[config.mk]
export PLATFORM = sky130hd
export DESIGN_NAME = rx_addr_filter
export DESIGN_NICKNAME = d
export VERILOG_FILES = /design/src/rtl/rxf_pkg.sv /design/src/rtl/rxf_addr_capture.sv /design/src/rtl/rxf_table_match.sv /design/src/rtl/rxf_classify.sv /design/src/rtl/rx_addr_filter.sv
export SDC_FILE = /design/constraint.sdc
export NUM_CORES = 1
export LEC_CHECK = 0
export ABC_AREA = 1
export BUFFER_PORTS_ARGS = -buffer_cell sky130_fd_sc_hd__buf_2
export CAP_MARGIN = 0
export CORE_AREA = 10 10 310 312
export DETAILED_ROUTE_END_ITERATION = 8
export DIE_AREA = 0 0 320 322
export PLACE_DENSITY = 0.48
export SLEW_MARGIN = 15
export SYNTH_ARGS = -nofsm -noshare
export SYNTH_HDL_FRONTEND = slang
export SYNTH_HIERARCHICAL = 1
export SYNTH_SLANG_ARGS = --single-unit
[constraint.sdc]
create_clock -name clk -period 6.2 [get_ports clk]
set_input_delay 1.24 -clock clk [delete_from_list [all_inputs] [get_ports clk]]
set_output_delay 1.24 -clock clk [all_outputs]
set_load 0.02 [all_outputs]
[src/rtl/rxf_pkg.sv]
package rxf_pkg;
  localparam int TYPE_W   = 2;
  localparam int TYPE_MC  = 0;
  localparam int TYPE_BC  = 1;

  typedef struct packed {
    logic              keep;
    logic [TYPE_W-1:0] kind;
  } verdict_t;
endpackage

[src/rtl/rxf_addr_capture.sv]
module rxf_addr_capture #(
  parameter int ADDR_BYTES = 6
) (
  input  logic                    clk,
  input  logic                    rst_n,
  input  logic                    in_valid,
  input  logic                    in_sof,
  input  logic [7:0]              in_data,
  output logic [8*ADDR_BYTES-1:0] addr_view,
  output logic                    addr_done
);
  localparam int CW = $clog2(ADDR_BYTES + 1);

  logic [CW-1:0] fill;
  logic [7:0]    held [ADDR_BYTES-1];

  // fill == ADDR_BYTES means idle: waiting for a start marker
  always_ff @(posedge clk) begin
    if (!rst_n) begin
      fill <= CW'(ADDR_BYTES);
    end else if (in_valid) begin
      if (in_sof)
        fill <= CW'(1);
      else if (fill < CW'(ADDR_BYTES))
        fill <= fill + CW'(1);
    end
  end

  for (genvar g = 0; g < ADDR_BYTES - 1; g++) begin : g_slot
    always_ff @(posedge clk) begin
      if (in_valid && ((in_sof && g == 0) || (!in_sof && fill == CW'(g))))
        held[g] <= in_data;
    end
    assign addr_view[8*(ADDR_BYTES-1-g) +: 8] = held[g];
  end

  // the final byte is used straight from the input on its arrival cycle
  assign addr_view[7:0] = in_data;
  assign addr_done      = in_valid && !in_sof && (fill == CW'(ADDR_BYTES - 1));
endmodule

[src/rtl/rxf_table_match.sv]
module rxf_table_match #(
  parameter int ENTRIES = 16,
  parameter int AW      = 48
) (
  input  logic [AW-1:0]         addr,
  input  logic [ENTRIES*AW-1:0] table_flat,
  input  logic [ENTRIES-1:0]    table_en,
  output logic                  hit
);
  logic [ENTRIES-1:0] eq;

  for (genvar i = 0; i < ENTRIES; i++) begin : g_entry
    assign eq[i] = table_en[i] && (table_flat[AW*i +: AW] == addr);
  end

  assign hit = |eq;
endmodule

[src/rtl/rxf_classify.sv]
module rxf_classify
  import rxf_pkg::*;
#(
  parameter int AW      = 48,
  parameter int LEN_W   = 16,
  parameter int MIN_LEN = 60
) (
  input  logic [AW-1:0]    addr,
  input  logic [LEN_W-1:0] frame_len,
  input  logic             runt_ok,
  input  logic             promisc,
  input  logic             all_mcast,
  input  logic             bcast_en,
  input  logic             table_hit,
  output verdict_t         verdict
);
  logic group_bit;
  logic is_bcast;
  logic is_short;

  assign group_bit = addr[AW-8];
  assign is_bcast  = &addr;
  assign is_short  = frame_len < LEN_W'(MIN_LEN);

  always_comb begin
    verdict = '0;
    if (is_short) begin
      verdict.keep = runt_ok;
    end else if (promisc && !group_bit) begin
      verdict.keep = 1'b1;
    end else if (all_mcast && group_bit) begin
      verdict.keep         = 1'b1;
      verdict.kind[TYPE_MC] = 1'b1;
    end else if (bcast_en && is_bcast) begin
      verdict.keep         = 1'b1;
      verdict.kind[TYPE_BC] = 1'b1;
    end else if (table_hit) begin
      verdict.keep = 1'b1;
    end
  end
endmodule

[src/rtl/rx_addr_filter.sv]
module rx_addr_filter
  import rxf_pkg::*;
#(
  parameter int ENTRIES    = 16,
  parameter int ADDR_BYTES = 6,
  parameter int LEN_W      = 16,
  parameter int MIN_LEN    = 60
) (
  input  logic                               clk,
  input  logic                               rst_n,
  input  logic                               in_valid,
  output logic                               in_ready,
  input  logic                               in_sof,
  input  logic [7:0]                         in_data,
  input  logic [LEN_W-1:0]                   frame_len,
  input  logic                               cfg_runt_ok,
  input  logic                               cfg_promisc,
  input  logic                               cfg_all_mcast,
  input  logic                               cfg_bcast_en,
  input  logic [ENTRIES*8*ADDR_BYTES-1:0]    tbl_addr,
  input  logic [ENTRIES-1:0]                 tbl_en,
  output logic                               dec_valid,
  output logic                               dec_accept,
  output logic [TYPE_W-1:0]                  dec_type
);
  localparam int AW = 8 * ADDR_BYTES;

  logic [AW-1:0] addr_view;
  logic          addr_done;
  logic          table_hit;
  verdict_t      verdict;

  assign in_ready = 1'b1;

  rxf_addr_capture #(.ADDR_BYTES(ADDR_BYTES)) u_capture (
    .clk       (clk),
    .rst_n     (rst_n),
    .in_valid  (in_valid),
    .in_sof    (in_sof),
    .in_data   (in_data),
    .addr_view (addr_view),
    .addr_done (addr_done)
  );

  rxf_table_match #(.ENTRIES(ENTRIES), .AW(AW)) u_table (
    .addr       (addr_view),
    .table_flat (tbl_addr),
    .table_en   (tbl_en),
    .hit        (table_hit)
  );

  rxf_classify #(.AW(AW), .LEN_W(LEN_W), .MIN_LEN(MIN_LEN)) u_classify (
    .addr      (addr_view),
    .frame_len (frame_len),
    .runt_ok   (cfg_runt_ok),
    .promisc   (cfg_promisc),
    .all_mcast (cfg_all_mcast),
    .bcast_en  (cfg_bcast_en),
    .table_hit (table_hit),
    .verdict   (verdict)
  );

  always_ff @(posedge clk) begin
    if (!rst_n) begin
      dec_valid  <= 1'b0;
      dec_accept <= 1'b0;
      dec_type   <= '0;
    end else begin
      dec_valid <= addr_done;
      if (addr_done) begin
        dec_accept <= verdict.keep;
        dec_type   <= verdict.kind;
      end
    end
  end
endmodule

==> impl_metrics.py, run 1 <==
metrics = {
    "synthesis": {
        "ys.flop_type": "edfxtp_1",
        "synth_seq_area_share": 0.0928,
        "synthArstFlopShare": 0,
        "synth-edff-count": 40,
        "yosys_warnings": 6,
        "yosysUniqueCellTypes": 34,
        "synth_seq_cells": 47,
        "postSynthCellCount": 3039,
        "yosys-top-cells-count": "nand2_1 (1,407), nor2_1 (483), inv_1 (372)",
        "syn_area_per_cell_um2": 4.76,
        "synth_most_common_cell": "nand2_1",
        "synth_fp_nets": 3860,
        "yosysTopAreaCell": "nand2_1",
        "synth_area_leaders": "nand2_1 (37%), nor2_1 (13%), inv_1 (9.7%), xnor2_1 (8.8%), edfxtp_1 (8.3%)",
        "yosysTopAreaCellShare": 0.365,
        "syn_area_um2": 14500,
    },
    "sta": {
        "layout_setup_ws_ps": 2060,
        "rsz0062_at_grt": "no",
        "hold_violations": 0,
        "fmax_ghz": 0.242,
        "drv_slew": 0,
        "relSlewSlack": 0.243,
        "tightest_slew_ps": 1140,
        "fin_skew_ps": 4.33,
        "fin_crit_ps": 4140,
        "final.setup.tns_ps": 0,
        "finalSetupViolCount": 0,
        "period_share": 0.668,
    },
    "worst_setup_path": {
        "path_class": "input port to register",
        "crit_path_end_kind": "register",
        "cp_top_family": "simple AND/OR/NAND/NOR gates",
        "required_ps": 6390,
        "path_cells": "buf_2, inv_2, o21ai_0, nor2_1, nand2_1, nor2_1, nand2_1, nor2_1, nand2_1, nand2_1, inv_1, nand2_1, nor2_1, nand2_1, inv_1, nand2_1, a21oi_1, a21oi_2, inv_1, nand2_1, nand2_1, nor2_1",
        "crit_arrival_ps": 4330,
        "cp-start-kind": "input port",
        "crit_path_max_fanout": 14,
        "crit_slowest_cell": "o21ai_0",
        "slowest_delay_ps": 670,
        "crit_buf_inv": 5,
        "path_common_cell": "nand2_1",
    },
    "die": {
        "initial_core_util": 0.161,
        "rows": 110,
        "core-area_um2": 89600,
        "die_w_um": 320,
        "dieHeight_um": 322,
        "ios": 821,
        "die_area_um2": 103000,
    },
    "route": {
        "ant_nets": 0,
        "dr.pass1.iters": 6,
        "drtIter0Drc": 2726,
        "drc": 0,
        "dr_total_vias": 23300,
        "routed_wirelength_mm": 157,
        "wl_per_cell_um": 31.4,
        "viasPerCell": 4.64,
    },
    "clock_network": {
        "cts_buffer_depth": 2,
        "cts_resized": 0,
        "cts-htree-levels": 2,
        "root_buffer": "clkbuf_16",
        "cts_made_buffers": 5,
        "clock_latency_ps": 300,
        "cts_tree": "done",
        "clock_sinks": 47,
        "hold_buffers": 0,
        "cts_setup_buffers": 0,
        "clkTransAtPathRegs_ps": 70,
    },
    "grt": {
        "antenna_found_initial": 87,
        "grt_pass1_vias": 21700,
        "grt_max_degree": 28,
        "grt_usage": 0.287,
        "grt_pass1_wl_mm": 199,
        "overflow": 0,
    },
    "layout": {
        "synthToLayoutAreaGrowth_pct": 38.7,
        "layout.cells.non_filler": 5017,
        "num-fill-cells": 10700,
        "final_layout_size_suffix_gt1_frac": 0.246,
        "nets": 4627,
    },
    "placement": {
        "gp_congestion": 0.939,
        "pre_cts_slack_ps": 1700,
        "place_inst": 4975,
        "port_buffers": 817,
        "hpwl_mm": 128,
    },
    "power_and_ir_drop": {
        "power_density_nw_per_um2": 86.7,
        "peakVddDrop_mv": 0.115,
        "p_leak_nw": 11.4,
    },
    "outcome": {
        "status": "complete, no violations",
    },
    "hold_path": {
        "hold_class": "register to register",
    },
    "run": {
        "max_cap_viol_count": 0,
    },
}
-- flip-flops by register name, summed over array words and instances, names as in the netlist --
name	flops
dec_accept	1
dec_type	2
dec_valid	1
u_capture/fill	3
u_capture/held	40
-- kinds of logic after synthesis --
group | Yosys count | synth area share
compound gates | 316 | 0.114
xor+xnor | 192 | 0.116
fa+ha+maj | 5 | 0.00433
buf+inv | 530 | 0.160
flops | 47 | 0.0928
other cells | 1 | 0.000259
simple gates | 1948 | 0.513
-- worst reg2reg max path, cell delays in order (launching register included) --
cell,delay [ps]
edfxtp_1,740
inv_2,900
o21ai_0,300
nor2_1,140
nand2_1,60
nor2_1,90
nand2_1,60
nor2_1,400
nand2_1,100
nand2_1,80
inv_1,40
nand2_1,100
nor2_1,60
nand2_1,240
inv_1,90
nand2_1,70
a21oi_1,50
a21oi_2,130
inv_1,40
nand2_1,50
nand2_1,50
nor2_1,80
-- worst paths after layout --
check	endpoint	from	depth (start not counted)	slack, ps
max	dec_accept	in_data[5]	22	2060
min	dec_type[0]	dec_type[0]	2	470
max reg2reg	dec_accept	u_capture/held[0][27]	21	2270
min reg2reg	dec_type[0]	dec_type[0]	2	470
-- cell type report --
cell class	instances	area [um^2]	area share
clock inverter	3	46.3	0.00231
sequential	47	1340	0.0669
timing repair buffer	890	4660	0.233
multi-input combinational	2462	10800	0.539
antenna	34	85.1	0.00424
tap	1176	1470	0.0734
clock buffer	5	125	0.00624
inverter	400	1500	0.0749
-- through the flow --
| stage | instance area, um^2 | utilization | hold slack (ps) | power (W) |
|---|---|---|---|---|
| 2_1_floorplan | 14500 | - | 496 | 0.000815 |
| 3_3_place_gp | 19800 | 0.221 | 457 | 0.00139 |
| 3_5_place_dp | 19800 | 0.221 | 466 | 0.00139 |
| 4_1_cts | 20000 | 0.223 | 475 | 0.00172 |
| 5_1_grt | 20000 | 0.223 | 499 | 0.00184 |
| 6_report | 20000 | 0.224 | 472 | 0.00174 |
-- where the power goes --
part	leakage (nW)	internal, W	total (W)	switching (W)
clock network	0.0806	0.000193	0.000333	0.000141
logic	10.9	0.000403	0.00104	0.000636
registers	0.421	0.000351	0.000366	0.0000149
-- layer usage --
| metal | wire (um) | vias to the layer above | GRT usage |
|---|---|---|---|
| li1 | - | 10700 | - |
| met1 | 61600 | 10600 | 0.347 |
| met2 | 72200 | 1545 | 0.478 |
| met3 | 15900 | 337 | 0.0726 |
| met4 | 7190 | 76 | 0.122 |
| met5 | 480 | - | 0 |
-- cells in the final DEF (no fill, tap or decap), types with 4 or more instances in the layout --
master / Yosys / final
nand2_1: 1407 / 1407
o21ai_1: 32 / 32
inv_1: 372 / 367
buf_2: 67 / 817
nor2_1: 483 / 483
xor2_1: 47 / 47
o22ai_1: 30 / 30
nand4_1: 10 / 10
diode_2: 0 / 34
nand3_1: 37 / 37
clkbuf_16: 0 / 5
buf_4: 47 / 71
a21oi_1: 11 / 11
nor2_2: 4 / 4
inv_2: 25 / 27
o21ai_0: 236 / 236
xnor2_1: 145 / 145
clkinv_1: 3 / 6
dfxtp_1: 7 / 7
ha_1: 5 / 5
edfxtp_1: 40 / 40
Note: power is estimated with default switching activity, not from simulation.
==> run 2, diff against run 1 <==
Settings changed: ABC_AREA 1 to 0, CORE_AREA 10 10 310 312 to 10 10 307 309, DIE_AREA 0 0 320 322 to 0 0 317 319, PLACE_DENSITY 0.48 to 0.45.
Clock period 6.2 ns to 3.55 ns, I/O delays scaled along.
==> run 2 against run 1 <==
Effect of this change: cell count is 33% lower; routed wire length is 27% lower; combinational power is 53% higher; die area is 1.9% lower; synthesized area is 23% lower; register-to-register slack worse by 2100 ps; critical path depth is 9 lower; critical path type is now register to register; power is 60% higher; global-route usage is 7.2 points lower; synthesized cell count is 57% lower; clock power is 71% higher; worst setup slack worse by 1900 ps.
==> impl_metrics.py, run 2 <==
metrics = {
    "power_and_ir_drop": {
        "power_w": 0.00278,
        "clkPwrFrac": 0.205,
        "seqPwrFrac": 0.225,
        "p_int_w": 0.00174,
        "peakVddDrop_mv": 0.212,
        "p_leak_nw": 7.47,
        "sw_frac_of_total": 0.374,
        "power_density_nw_per_um2": 155,
        "combinationalPowerShare": 0.570,
        "p_switching_w": 0.00104,
    },
    "die": {
        "core-area_um2": 88000,
        "die_w_um": 317,
        "die_area_um2": 101000,
        "dieHeight_um": 319,
        "rows": 109,
        "ios": 821,
        "initial_core_util": 0.127,
    },
    "grt": {
        "grt_usage": 0.215,
        "grt_max_degree": 17,
        "grt_pass1_vias": 15100,
        "antenna_found_initial": 47,
        "grt_pass1_wl_mm": 144,
        "overflow": 0,
    },
    "clock_network": {
        "cts-htree-levels": 2,
        "cts_buffer_depth": 2,
        "clock_latency_ps": 300,
        "clkTransAtPathRegs_ps": 70,
        "clock_sinks": 47,
        "root_buffer": "clkbuf_16",
        "cts_made_buffers": 5,
        "hold_buffers": 0,
        "cts_tree": "done",
    },
    "worst_setup_path": {
        "path_class": "register to register",
        "crit_path_max_fanout": 4,
        "crit_path_end_kind": "register",
        "slowest_delay_ps": 620,
        "required_ps": 3790,
        "path_cells": "xnor2_1, nand4_1, nor4_1, buf_4, nand4_1, buf_4, o22ai_1, nor4_2, nand4_1, inv_2, a41oi_1, mux2i_1, nor2b_1",
        "crit_slowest_cell": "nor4_1",
        "cp_top_family": "simple AND/OR/NAND/NOR gates",
        "cp-start-kind": "register",
        "path_common_cell": "nand4_1",
        "crit_arrival_ps": 3660,
        "crit_buf_inv": 3,
    },
    "sta": {
        "drv_slew": 0,
        "hold_violations": 0,
        "fin_skew_ps": 6.42,
        "fin_crit_ps": 3420,
        "rsz0062_at_grt": "no",
        "relSlewSlack": 0.304,
        "period_share": 0.964,
        "layout_setup_ws_ps": 127,
        "finalSetupViolCount": 0,
        "tightest_slew_ps": 1040,
        "fmax_ghz": 0.292,
        "hold-worst-slack_ps": 539,
    },
    "placement": {
        "port_buffers": 817,
        "gp_congestion": 0.948,
        "pre_cts_slack_ps": -553,
        "hpwl_mm": 97.6,
    },
    "route": {
        "dr_total_vias": 14200,
        "viasPerCell": 4.22,
        "dr.pass1.iters": 7,
        "drc": 0,
        "drtIter0Drc": 1087,
        "ant_nets": 0,
        "routed_wirelength_mm": 115,
        "wl_per_cell_um": 34.3,
    },
    "synthesis": {
        "postSynthCellCount": 1300,
        "syn_area_um2": 11200,
        "yosysTopAreaCell": "xnor2_1",
        "yosys-top-cells-count": "xnor2_1 (463), xor2_1 (250), nand4_1 (146)",
        "synth-edff-count": 40,
        "synth_area_leaders": "xnor2_1 (36%), xor2_1 (20%), edfxtp_1 (11%), nand4_1 (8.2%), nor4_1 (5.0%)",
        "synth_seq_area_share": 0.120,
        "yosysTopAreaCellShare": 0.362,
        "syn_area_per_cell_um2": 8.61,
        "synth_seq_cells": 47,
        "synth_fp_nets": 2121,
        "yosys_warnings": 6,
        "ys.flop_type": "edfxtp_1",
        "synthArstFlopShare": 0,
        "yosysUniqueCellTypes": 51,
        "synth_most_common_cell": "xnor2_1",
    },
    "layout": {
        "layout_commonest_cell": "buf_2",
        "nets": 3011,
        "largest_reg_flops": 40,
        "final_cell_mix": "buf_2 (817), xnor2_1 (461), xor2_1 (250)",
        "reg.largest.list": "u_capture/held: 40 flops, u_capture/fill: 3 flops, dec_type: 2 flops",
        "utilization": 0.204,
        "num-fill-cells": 10100,
        "top_register": "u_capture/held",
        "final_layout_size_suffix_gt1_frac": 0.468,
        "synthToLayoutAreaGrowth_pct": 60.3,
    },
    "outcome": {
        "status": "complete, no violations",
    },
    "hold_path": {
        "hold_class": "register to register",
    },
    "run": {
        "max_cap_viol_count": 0,
    },
}
-- run 2: per-layer routing --
metal	track usage	share of wire	wire length [um]	vias to the layer above
met5	0	0.0029	336	-
met4	0.0633	0.033	3760	48
met3	0.0606	0.094	10800	201
met2	0.352	0.46	52900	924
met1	0.269	0.41	47600	6777
li1	-	-	-	6272
-- run 2: kinds of logic after synthesis --
family | count (synthesis) | share of synthesized area
mux | 4 | 0.00358
flops | 47 | 0.120
simple gates | 304 | 0.166
buf+inv | 151 | 0.0933
other cells | 1 | 0.000335
fa+ha+maj | 5 | 0.00559
compound gates | 70 | 0.0468
xor+xnor | 718 | 0.565
-- run 2: worst paths after layout --
path / cells past startpoint / startpoint / to / slack [ps]
setup / recovery: 13 / u_capture/held[0][36] / dec_accept / 130
hold / removal: 2 / dec_type[0] / dec_type[0] / 540
setup reg to reg: 13 / u_capture/held[0][36] / dec_accept / 130
hold reg to reg: 2 / dec_type[0] / dec_type[0] / 540
-- run 2: area by class of cell --
| cell class | count | area, um^2 | share of cell area |
|---|---|---|---|
| clock buffers | 5 | 125 | 0.00697 |
| repair buffers | 988 | 5840 | 0.325 |
| clock inverters | 3 | 46.3 | 0.00258 |
| flip-flops and latches | 47 | 1340 | 0.0747 |
| diodes | 13 | 32.5 | 0.00181 |
| multi-input cells | 1102 | 8930 | 0.498 |
| inverters | 46 | 173 | 0.00962 |
| well taps | 1165 | 1460 | 0.0812 |
-- run 2: power by group through the flow --
stage               Combinational, W  Clock (W)  Sequential, W
finish                       0.00159   0.000571       0.000625
CTS                          0.00159   0.000589       0.000626
floorplan                   0.000668          0       0.000631
detailed placement           0.00157          0       0.000642
global placement             0.00156          0       0.000642
global route                 0.00169   0.000605       0.000627
-- run 2: what timing repair did --
item,in CTS,in global routing
pin swaps,0,6
resized for setup,7,9
setup endpoints to repair,1,1
gates cloned,0,0
buffers inserted,2,3
-- run 2: stage by stage --
stage	instance area, um^2	cells	TNS, ps
floorplan	11200	1300	0
global placement	17600	3343	-489
detailed placement	17600	3343	-553
CTS	17800	3353	0
global route	17900	3359	0
finish	17900	3369	0
-- run 2: worst min-delay path: stages (launching register included) --
cell	delay, ps
dfxtp_1	340
mux2i_1	70
nor2b_1	100
==> run 3, diff against run 2 <==
Settings changed: PLACE_DENSITY 0.45 to 0.44.
Clock period 3.55 ns to 3.6 ns, I/O delays scaled along.
==> run 3 against run 2 <==
Effect of this change: design area is 0.10% lower; sequential power is 1% lower; non-clock buffer count is 2 higher; critical endpoint unchanged; largest power group unchanged; highest routed layer unchanged.
==> impl_metrics.py, run 3 (synthesis gave the netlist of run 2 again) <==
metrics = {
    "worst_setup_path": {
        "crit_path_max_fanout": 13,
        "path_cells": "buf_12, xnor2_1, nand4_1, nor4_1, nand4_1, buf_4, nor4_2, nor2_1, nand4_1, inv_1, a41oi_1, mux2i_1, nor2b_1",
        "slowest_delay_ps": 710,
        "crit_buf_inv": 3,
        "crit_slowest_cell": "edfxtp_1",
        "cp_top_family": "simple AND/OR/NAND/NOR gates",
        "crit_arrival_ps": 3680,
        "cp-start-kind": "register",
        "required_ps": 3830,
        "crit_path_end_kind": "register",
        "path_class": "register to register",
        "path_common_cell": "nand4_1",
    },
    "layout": {
        "synthToLayoutAreaGrowth_pct": 60.1,
        "final_cell_mix": "buf_2 (816), xnor2_1 (461), xor2_1 (250)",
        "utilization": 0.204,
        "nets": 3013,
        "layout_commonest_cell": "buf_2",
        "reg.largest.list": "u_capture/held: 40 flops, u_capture/fill: 3 flops, dec_type: 2 flops",
        "top_register": "u_capture/held",
        "largest_reg_flops": 40,
        "final_layout_size_suffix_gt1_frac": 0.466,
    },
    "sta": {
        "drv_slew": 0,
        "hold_violations": 0,
        "rsz0062_at_grt": "no",
        "relSlewSlack": 0.364,
        "fin_crit_ps": 3450,
        "fin_skew_ps": 6.18,
        "finalSetupViolCount": 0,
        "period_share": 0.958,
        "tightest_slew_ps": 945,
        "hold-worst-slack_ps": 519,
        "fmax_ghz": 0.290,
    },
    "run": {
        "max_cap_viol_count": 0,
    },
    "clock_network": {
        "root_buffer": "clkbuf_16",
        "clock_sinks": 47,
        "hold_buffers": 0,
        "clkTransAtPathRegs_ps": 70,
        "cts_made_buffers": 5,
        "cts-htree-levels": 2,
        "cts_tree": "done",
        "cts_buffer_depth": 2,
        "clock_latency_ps": 290,
    },
    "route": {
        "drtIter0Drc": 1183,
        "drc": 0,
        "dr_total_vias": 14200,
        "dr.pass1.iters": 6,
        "ant_nets": 0,
        "wl_per_cell_um": 34.1,
        "routed_wirelength_mm": 115,
        "viasPerCell": 4.20,
    },
    "placement": {
        "port_buffers": 817,
        "gp_congestion": 0.920,
        "hpwl_mm": 99.0,
    },
    "die": {
        "ios": 821,
        "dieHeight_um": 319,
        "initial_core_util": 0.127,
        "core-area_um2": 88000,
        "die_w_um": 317,
        "rows": 109,
        "die_area_um2": 101000,
    },
    "grt": {
        "grt_pass1_vias": 15000,
        "overflow": 0,
        "antenna_found_initial": 40,
        "grt_pass1_wl_mm": 144,
        "grt_max_degree": 19,
        "grt_usage": 0.213,
    },
    "outcome": {
        "status": "complete, no violations",
    },
    "power_and_ir_drop": {
        "power_density_nw_per_um2": 152,
        "p_leak_nw": 7.45,
        "peakVddDrop_mv": 0.171,
    },
    "hold_path": {
        "hold_class": "register to register",
    },
}
-- run 3: cell types whose count changed in the layout (fill, tap and decap cells not counted), sizes merged --
cell and delta:
buf +2, diode -2
-- run 3: final timing paths --
check                           depth (start not counted)             startpoint  slack, ps     endpoint
worst max-delay path                                   13  u_capture/held[0][32]        150   dec_accept
worst max register to register                         13  u_capture/held[0][32]        150   dec_accept
worst min register to register                          2            dec_type[1]        520  dec_type[1]
worst min-delay path                                    2            dec_type[1]        520  dec_type[1]
-- run 3: worst register-to-register path: stages, from the launching register on --
cell	delay [ps]
edfxtp_1	710
buf_12	320
xnor2_1	170
nand4_1	320
nor4_1	400
nand4_1	180
buf_4	190
nor4_2	270
nor2_1	120
nand4_1	130
inv_1	160
a41oi_1	200
mux2i_1	100
nor2b_1	110
-- run 3: final cells by class --
type	count	area, um^2
multi-input cells	1102	8900
clock inverters	3	46.3
repair buffers	990	5860
fillers	10200	70000
diodes	11	27.5
clock buffers	5	125
inverters	46	173
well taps	1165	1460
flip-flops and latches	47	1340
-- run 3: repair_timing --
action	in CTS	in global routing
setup endpoints to repair	1	1
cloned	0	0
buffers inserted	5	0
resized for setup	10	3
pin swaps	3	0
-- run 3: per-stage QoR --
stage | setup TNS, ps | std cells | setup WS (ps) | instance area, um^2 | power [W]
detailed placement | -1200 | 3345 | -1200 | 17600 | 0.00217
floorplan | 0 | 1300 | 1100 | 11200 | 0.00128
finish | 0 | 3369 | 152 | 17900 | 0.00272
CTS | 0 | 3358 | 32.7 | 17900 | 0.00274
global placement | -1160 | 3345 | -1160 | 17600 | 0.00216
global route | 0 | 3363 | 18.1 | 17900 | 0.00287
-- run 3: power breakdown --
part	leakage, nW	switching, W	internal (W)	total (W)
Combinational	6.95	0.000774	0.000778	0.00155
Sequential	0.421	0.0000155	0.000602	0.000618
Clock	0.0805	0.000224	0.000331	0.000555
Total	7.45	0.00101	0.00171	0.00272
-- run 3: per-layer routing --
metal	routed length (um)	track usage	part of all wire
met1	47100	0.268	0.41
met2	54800	0.366	0.48
met3	10500	0.0524	0.091
met4	2250	0.0381	0.020
met5	224	0	0.0019
